`config.mk`:
```
export PLATFORM = sky130hd
export DESIGN_NAME = pkt_fork_switch
export DESIGN_NICKNAME = d
export VERILOG_FILES = /design/src/rtl/pktsw_pkg.sv /design/src/rtl/pktsw_cfg_regs.sv /design/src/rtl/pktsw_hdr_pipe.sv /design/src/rtl/pktsw_classify.sv /design/src/rtl/pkt_fork_switch.sv
export SDC_FILE = /design/constraint.sdc
export NUM_CORES = 1
export LEC_CHECK = 0
export ABC_AREA = 1
export CAP_MARGIN = 20
export CORE_MARGIN = 2
export CORE_UTILIZATION = 50
export DETAILED_ROUTE_END_ITERATION = 10
export DONT_BUFFER_PORTS = 1
export GPL_TIMING_DRIVEN = 1
export SYNTH_ARGS = -nofsm -noshare
export SYNTH_HDL_FRONTEND = slang
export SYNTH_SLANG_ARGS = --single-unit
```
`constraint.sdc`:
```
create_clock -name clk -period 2.15 [get_ports clk]
set_clock_uncertainty 0.2 [all_clocks]
set_input_delay 0.645 -clock clk [delete_from_list [all_inputs] [get_ports clk]]
set_output_delay 0.645 -clock clk [all_outputs]
set_load 0.01 [all_outputs]
```
`src/rtl/pktsw_pkg.sv`:
```
package pktsw_pkg;
    localparam int unsigned SEL_W     = 3;
    localparam int unsigned MODE_W    = 3;
    localparam int unsigned MODE_TAG  = 0;
    localparam int unsigned MODE_LEN  = 1;
    localparam int unsigned MODE_BC   = 2;
    localparam int unsigned NPORT     = 2;

    localparam logic [SEL_W-1:0] SEL_MODE = 3'b000;
    localparam logic [SEL_W-1:0] SEL_REF  = 3'b010;
    localparam logic [SEL_W-1:0] SEL_MASK = 3'b011;
    localparam logic [SEL_W-1:0] SEL_LO   = 3'b100;
    localparam logic [SEL_W-1:0] SEL_HI   = 3'b101;
endpackage

```
`src/rtl/pktsw_cfg_regs.sv`:
```
module pktsw_cfg_regs import pktsw_pkg::*; #(
    parameter int unsigned DW = 8
) (
    input  logic              clk,
    input  logic              rst_n,
    input  logic              wr,
    input  logic [SEL_W-1:0]  sel,
    input  logic [DW-1:0]     val,
    input  logic              take,
    output logic [MODE_W-1:0] mode,
    output logic [DW-1:0]     tag_ref,
    output logic [DW-1:0]     tag_mask,
    output logic [DW-1:0]     len_lo,
    output logic [DW-1:0]     len_hi
);
    typedef struct packed {
        logic [MODE_W-1:0] mode;
        logic [DW-1:0]     tref;
        logic [DW-1:0]     tmask;
        logic [DW-1:0]     lo;
        logic [DW-1:0]     hi;
    } cfg_t;

    typedef struct packed {
        cfg_t live;
        cfg_t snap;
    } state_t;

    state_t st_d, st_q;

    always_comb begin
        st_d = st_q;
        // snapshot uses the value held before this edge's write
        if (take) st_d.snap = st_q.live;
        if (wr) begin
            case (sel)
                SEL_MODE: st_d.live.mode  = val[MODE_W-1:0];
                SEL_REF:  st_d.live.tref  = val;
                SEL_MASK: st_d.live.tmask = val;
                SEL_LO:   st_d.live.lo    = val;
                SEL_HI:   st_d.live.hi    = val;
                default:  ;
            endcase
        end
    end

    always_ff @(posedge clk or negedge rst_n) begin
        if (!rst_n) st_q <= '0;
        else        st_q <= st_d;
    end

    assign mode     = st_q.snap.mode;
    assign tag_ref  = st_q.snap.tref;
    assign tag_mask = st_q.snap.tmask;
    assign len_lo   = st_q.snap.lo;
    assign len_hi   = st_q.snap.hi;
endmodule

```
`src/rtl/pktsw_hdr_pipe.sv`:
```
module pktsw_hdr_pipe #(
    parameter int unsigned DW = 8
) (
    input  logic          clk,
    input  logic          rst_n,
    input  logic          in_vld,
    input  logic [DW-1:0] in_byte,
    output logic          sop_in,
    output logic          head_vld,
    output logic          head_sop,
    output logic [DW-1:0] head_byte,
    output logic [DW-1:0] next_byte
);
    localparam int unsigned DEPTH = 2;

    typedef struct packed {
        logic          vld;
        logic          sop;
        logic [DW-1:0] data;
    } slot_t;

    slot_t [DEPTH-1:0] pipe_d, pipe_q;

    assign sop_in = in_vld & ~pipe_q[0].vld;

    always_comb begin
        pipe_d[0].vld  = in_vld;
        pipe_d[0].sop  = sop_in;
        pipe_d[0].data = in_vld ? in_byte : '0;
        for (int i = 1; i < DEPTH; i++) pipe_d[i] = pipe_q[i-1];
    end

    always_ff @(posedge clk or negedge rst_n) begin
        if (!rst_n) pipe_q <= '0;
        else        pipe_q <= pipe_d;
    end

    assign head_vld  = pipe_q[DEPTH-1].vld;
    assign head_sop  = pipe_q[DEPTH-1].sop;
    assign head_byte = pipe_q[DEPTH-1].data;
    assign next_byte = pipe_q[DEPTH-2].data;
endmodule

```
`src/rtl/pktsw_classify.sv`:
```
module pktsw_classify import pktsw_pkg::*; #(
    parameter int unsigned DW = 8
) (
    input  logic [MODE_W-1:0] mode,
    input  logic [DW-1:0]     tag_ref,
    input  logic [DW-1:0]     tag_mask,
    input  logic [DW-1:0]     len_lo,
    input  logic [DW-1:0]     len_hi,
    input  logic [DW-1:0]     tag,
    input  logic [DW-1:0]     len,
    output logic [NPORT-1:0]  fwd
);
    logic tag_hit, len_hit, filtered;

    always_comb begin
        tag_hit  = ((tag ^ tag_ref) & tag_mask) == '0;
        len_hit  = (len >= len_lo) && (len <= len_hi);
        filtered = (mode[MODE_TAG] & tag_hit) | (mode[MODE_LEN] & len_hit);
        fwd[0]   = ~filtered | mode[MODE_BC];
        fwd[1]   =  filtered | mode[MODE_BC];
    end
endmodule

```
`src/rtl/pkt_fork_switch.sv`:
```
module pkt_fork_switch import pktsw_pkg::*; #(
    parameter int unsigned DATA_W = 8
) (
    input  logic              clk,
    input  logic              rst_n,
    input  logic [DATA_W-1:0] in_byte,
    input  logic              in_vld,
    input  logic              cfg_wr,
    input  logic [SEL_W-1:0]  cfg_sel,
    input  logic [DATA_W-1:0] cfg_val,
    output logic [DATA_W-1:0] out0_byte,
    output logic              out0_vld,
    output logic [DATA_W-1:0] out1_byte,
    output logic              out1_vld
);
    logic              sop_in, head_vld, head_sop;
    logic [DATA_W-1:0] head_byte, next_byte;
    logic [MODE_W-1:0] mode;
    logic [DATA_W-1:0] tag_ref, tag_mask, len_lo, len_hi;
    logic [NPORT-1:0]  fwd;

    pktsw_cfg_regs #(.DW(DATA_W)) u_regs (
        .clk(clk), .rst_n(rst_n), .wr(cfg_wr), .sel(cfg_sel), .val(cfg_val),
        .take(sop_in), .mode(mode), .tag_ref(tag_ref), .tag_mask(tag_mask),
        .len_lo(len_lo), .len_hi(len_hi)
    );

    pktsw_hdr_pipe #(.DW(DATA_W)) u_pipe (
        .clk(clk), .rst_n(rst_n), .in_vld(in_vld), .in_byte(in_byte),
        .sop_in(sop_in), .head_vld(head_vld), .head_sop(head_sop),
        .head_byte(head_byte), .next_byte(next_byte)
    );

    pktsw_classify #(.DW(DATA_W)) u_cls (
        .mode(mode), .tag_ref(tag_ref), .tag_mask(tag_mask),
        .len_lo(len_lo), .len_hi(len_hi),
        .tag(head_byte), .len(next_byte), .fwd(fwd)
    );

    typedef struct packed {
        logic [NPORT-1:0]             route;
        logic [NPORT-1:0]             vld;
        logic [NPORT-1:0][DATA_W-1:0] data;
    } out_t;

    out_t             o_d, o_q;
    logic [NPORT-1:0] route_now;

    always_comb begin
        o_d       = o_q;
        route_now = head_sop ? fwd : o_q.route;
        if (head_vld && head_sop) o_d.route = fwd;
        for (int p = 0; p < NPORT; p++) begin
            o_d.vld[p]  = head_vld & route_now[p];
            o_d.data[p] = o_d.vld[p] ? head_byte : '0;
        end
    end

    always_ff @(posedge clk or negedge rst_n) begin
        if (!rst_n) o_q <= '0;
        else        o_q <= o_d;
    end

    assign out0_vld  = o_q.vld[0];
    assign out1_vld  = o_q.vld[1];
    assign out0_byte = o_q.data[0];
    assign out1_byte = o_q.data[1];
endmodule

```
==> impl_metrics.csv <==
group,metric,value,unit
outcome,status,"finished with violations",
outcome,violations,"negative hold slack",
pwr,internal_power,0.00318,W
synthesis,synth_seq_area_share,0.609,
clock_tree,cts_buffer_depth,2,
synthesis,synth_area_leader_cell,"dfrtp_1",
pwr,peakVddDrop,0.400,mV
worst_setup_path,path_class,"flip-flop to flip-flop",
clock_tree,h-tree-depth,3,
global_routing,first_global_vias,2850,
global_routing,antenna_found_initial,0,
synthesis,avgSynthCellArea,9.43,sq um
global_routing,grt_max_degree,111,
placed_design,dpl.hpwl,5.87,mm
routing,routed_wl,8.35,mm
timing,layout_min_cycle_time,1.97,ns
floorplan,die_area,9810,sq um
final_layout,top_register,"u_regs.st_q",
routing,drc,0,
routing,post_drt_wl_per_cell,14.4,um
synthesis,syn_nets,518,
pwr,combinationalPowerShare,0.136,
timing,fmax,507,MHz
floorplan,fp.dieH,99.1,um
final_layout,drive_gt1_frac,0.0699,
global_routing,grt_usage,0.185,
clock_tree,cts-root-buf,"clkbuf_8",
placed_design,place.gp.congestion,0.849,
pwr,power_density,942,nW/um^2
worst_setup_path,cp.arrival,2.06,ns
floorplan,die_w,99.1,um
pwr,leakage,2.52,nW
timing,slew_headroom,0.640,
clock_tree,cts_tree,"yes",
pwr,switching_share,0.288,
clock_tree,numCtsBuffers,9,
pwr,power.switching,0.00129,W
synthesis,synthTopCellsByArea,"dfrtp_1 (61%), nand2_1 (13%), o21ai_0 (5.8%)",
timing,rsz0062_at_grt,"no",
synthesis,synth_cell_types,21,
timing,fin_tns_setup,0,ns
timing,fin_crit_sh,0.917,
worst_hold_path,hold_class,"input pin to async pin",
floorplan,core,8760,sq um
worst_setup_path,cp-end-kind,"flip-flop",
final_layout,fin_nets,506,
routing,dr.pass1.iters,4,
routing,ant_nets,0,
synthesis,synth.yosys.warnings,0,
placed_design,port_buffers,0,
floorplan,placementRows,34,
timing,tightest_slew,0.538,ns
routing,via_per_inst,5.01,
pwr,p_clk_frac,0.296,
global_routing,grt_pass1_wl,14.1,mm
run,max_cap_viol_count,0,
timing,setup_violations,0,
clock_tree,clk_latency,0.37,ns
synthesis,syn-cell-area,4520,sq um
worst_setup_path,cp.required,2.24,ns
floorplan,start_util,0.516,
routing,num_vias,2903,
worst_setup_path,critPathLaunchType,"flip-flop",
synthesis,synth_cells,479,
routing,drtIter0Drc,138,
clock_tree,cts_setup_buffers,0,
pwr,pwr-share-seq,0.568,
final_layout,diodes,0,
worst_setup_path,cp_max_fo,10,
global_routing,overflow,0,
final_layout,largest_register_ff_count,35,
timing,slew_viol_final,0,
synthesis,synth_seq_cells,110,
floorplan,io_pins,41,
clock_tree,clk_pin_slew_worst_paths,0.12,ns
clock_tree,cts_sinks,110,
final_layout,syn_to_final_growth,5.07,%
timing,finalHoldViolations,110,
synthesis,synthDominantCellAreaShare,0.609,
timing,whs,-0.250,ns
power groups by stage:
stage / registers, W / clock network [W] / logic (W)
after floorplan: 0.00252 / 0 / 0.000518
after global placement: 0.00257 / 0 / 0.000594
after detailed placement: 0.00258 / 0 / 0.000611
after CTS: 0.00254 / 0.00135 / 0.000614
after global routing: 0.00257 / 0.00142 / 0.000727
final: 0.00254 / 0.00132 / 0.000608
Yosys cell counts:
library cell,number
a21o_1,2
a21oi_1,20
buf_2,6
buf_4,16
clkbuf_1,5
dfrtp_1,110
ha_1,16
inv_1,54
inv_2,1
nand2_1,158
nand2_2,1
nand2_4,2
nand3_1,12
nand3_2,2
nand4_1,2
nand4_2,1
nor2_1,12
nor2_2,2
o21ai_0,52
or2_1,4
or2_2,1
metrics by stage:
step | setup slack [ns] | area [sq um] | power [W] | instances | util
floorplan | 0.402 | 4520 | 0.00304 | 479 | -
global placement | 0.189 | 4530 | 0.00317 | 564 | 0.517
detailed placement | 0.149 | 4530 | 0.00320 | 564 | 0.517
CTS | 0.126 | 4740 | 0.00451 | 580 | 0.541
global route | 0.00519 | 4750 | 0.00472 | 580 | 0.542
finish | 0.179 | 4750 | 0.00447 | 580 | 0.542
path summary, 6_finish.rpt:
path | startpoint | end | slack (ns) | cells past startpoint
setup / recovery | u_pipe.next_byte[5] | out0_byte[6] | 0.18 | 10
hold / removal | rst_n | out0_byte[2] | -0.25 | 0
setup reg to reg | u_pipe.next_byte[5] | out0_byte[6] | 0.18 | 10
hold reg to reg | u_pipe.pipe_d[18] | u_pipe.head_sop | 0.17 | 0
max in group asynchronous | rst_n | u_regs.tag_ref[2] | 1.82 | 0
min in group clk | in_vld | u_pipe.pipe_d[19] | 0.09 | 0
layout by cell type, fill, tap and decap left out:
cell type  netlist  routed
o21ai_0         52      52
nand4_1          2       2
nand3_1         12      12
inv_8            0       2
dfrtp_1        110     110
nand4_2          1       1
nand2_2          1       1
a21oi_1         20      19
inv_1           54      54
ha_1            16      16
a21oi_2          0       1
or2_1            4       4
inv_6            0       4
nor2_2           2       4
or2_2            1       1
nor2_1          12      10
nand2_4          2       2
a21o_1           2       2
buf_4           16       3
clkbuf_8         0       9
nand3_2          2       2
inv_2            1       1
nand2_1        158     158
bufinv_16        0       1
buf_12           0       1
worst max-delay path, stage by stage (launching register included):
cell and delay, ns:
dfrtp_1 0.42, ha_1 0.32, a21oi_1 0.16, nor2_1 0.06, nor2_1 0.11, nand3_1 0.10
nand3_1 0.14, nand2_1 0.08, nand2_2 0.08, nand2_4 0.09, a21oi_1 0.15
area by class of cell:
type / instances / area [sq um]
inverters: 55 / 206
repair buffers: 4 / 42.5
clock inverters: 7 / 87.6
flip-flops and latches: 110 / 2750
clock buffers: 9 / 124
multi-input cells: 287 / 1400
fillers: 814 / 4020
well taps: 108 / 135
cell families after synthesis:
kind of cell,after synthesis,share of synthesized area
flops,110,0.609
compound gates,74,0.0831
simple gates,197,0.181
fa+ha+maj,16,0.0443
buf+inv,82,0.0831
per-layer routing:
metal	wire [um]	GRT usage	vias up
li1	-	-	1452
met1	3930	0.248	1396
met2	4130	0.308	46
met3	191	0.0305	9
met4	96	0.0622	0
met5	0	0	-
what timing repair did:
action / 4_1_cts / 5_1_grt
resized for setup: 0 / 3
hold endpoints to repair: 110 / 110
setup endpoints to repair: 0 / 11
Note: power is estimated with default switching activity, not from simulation.
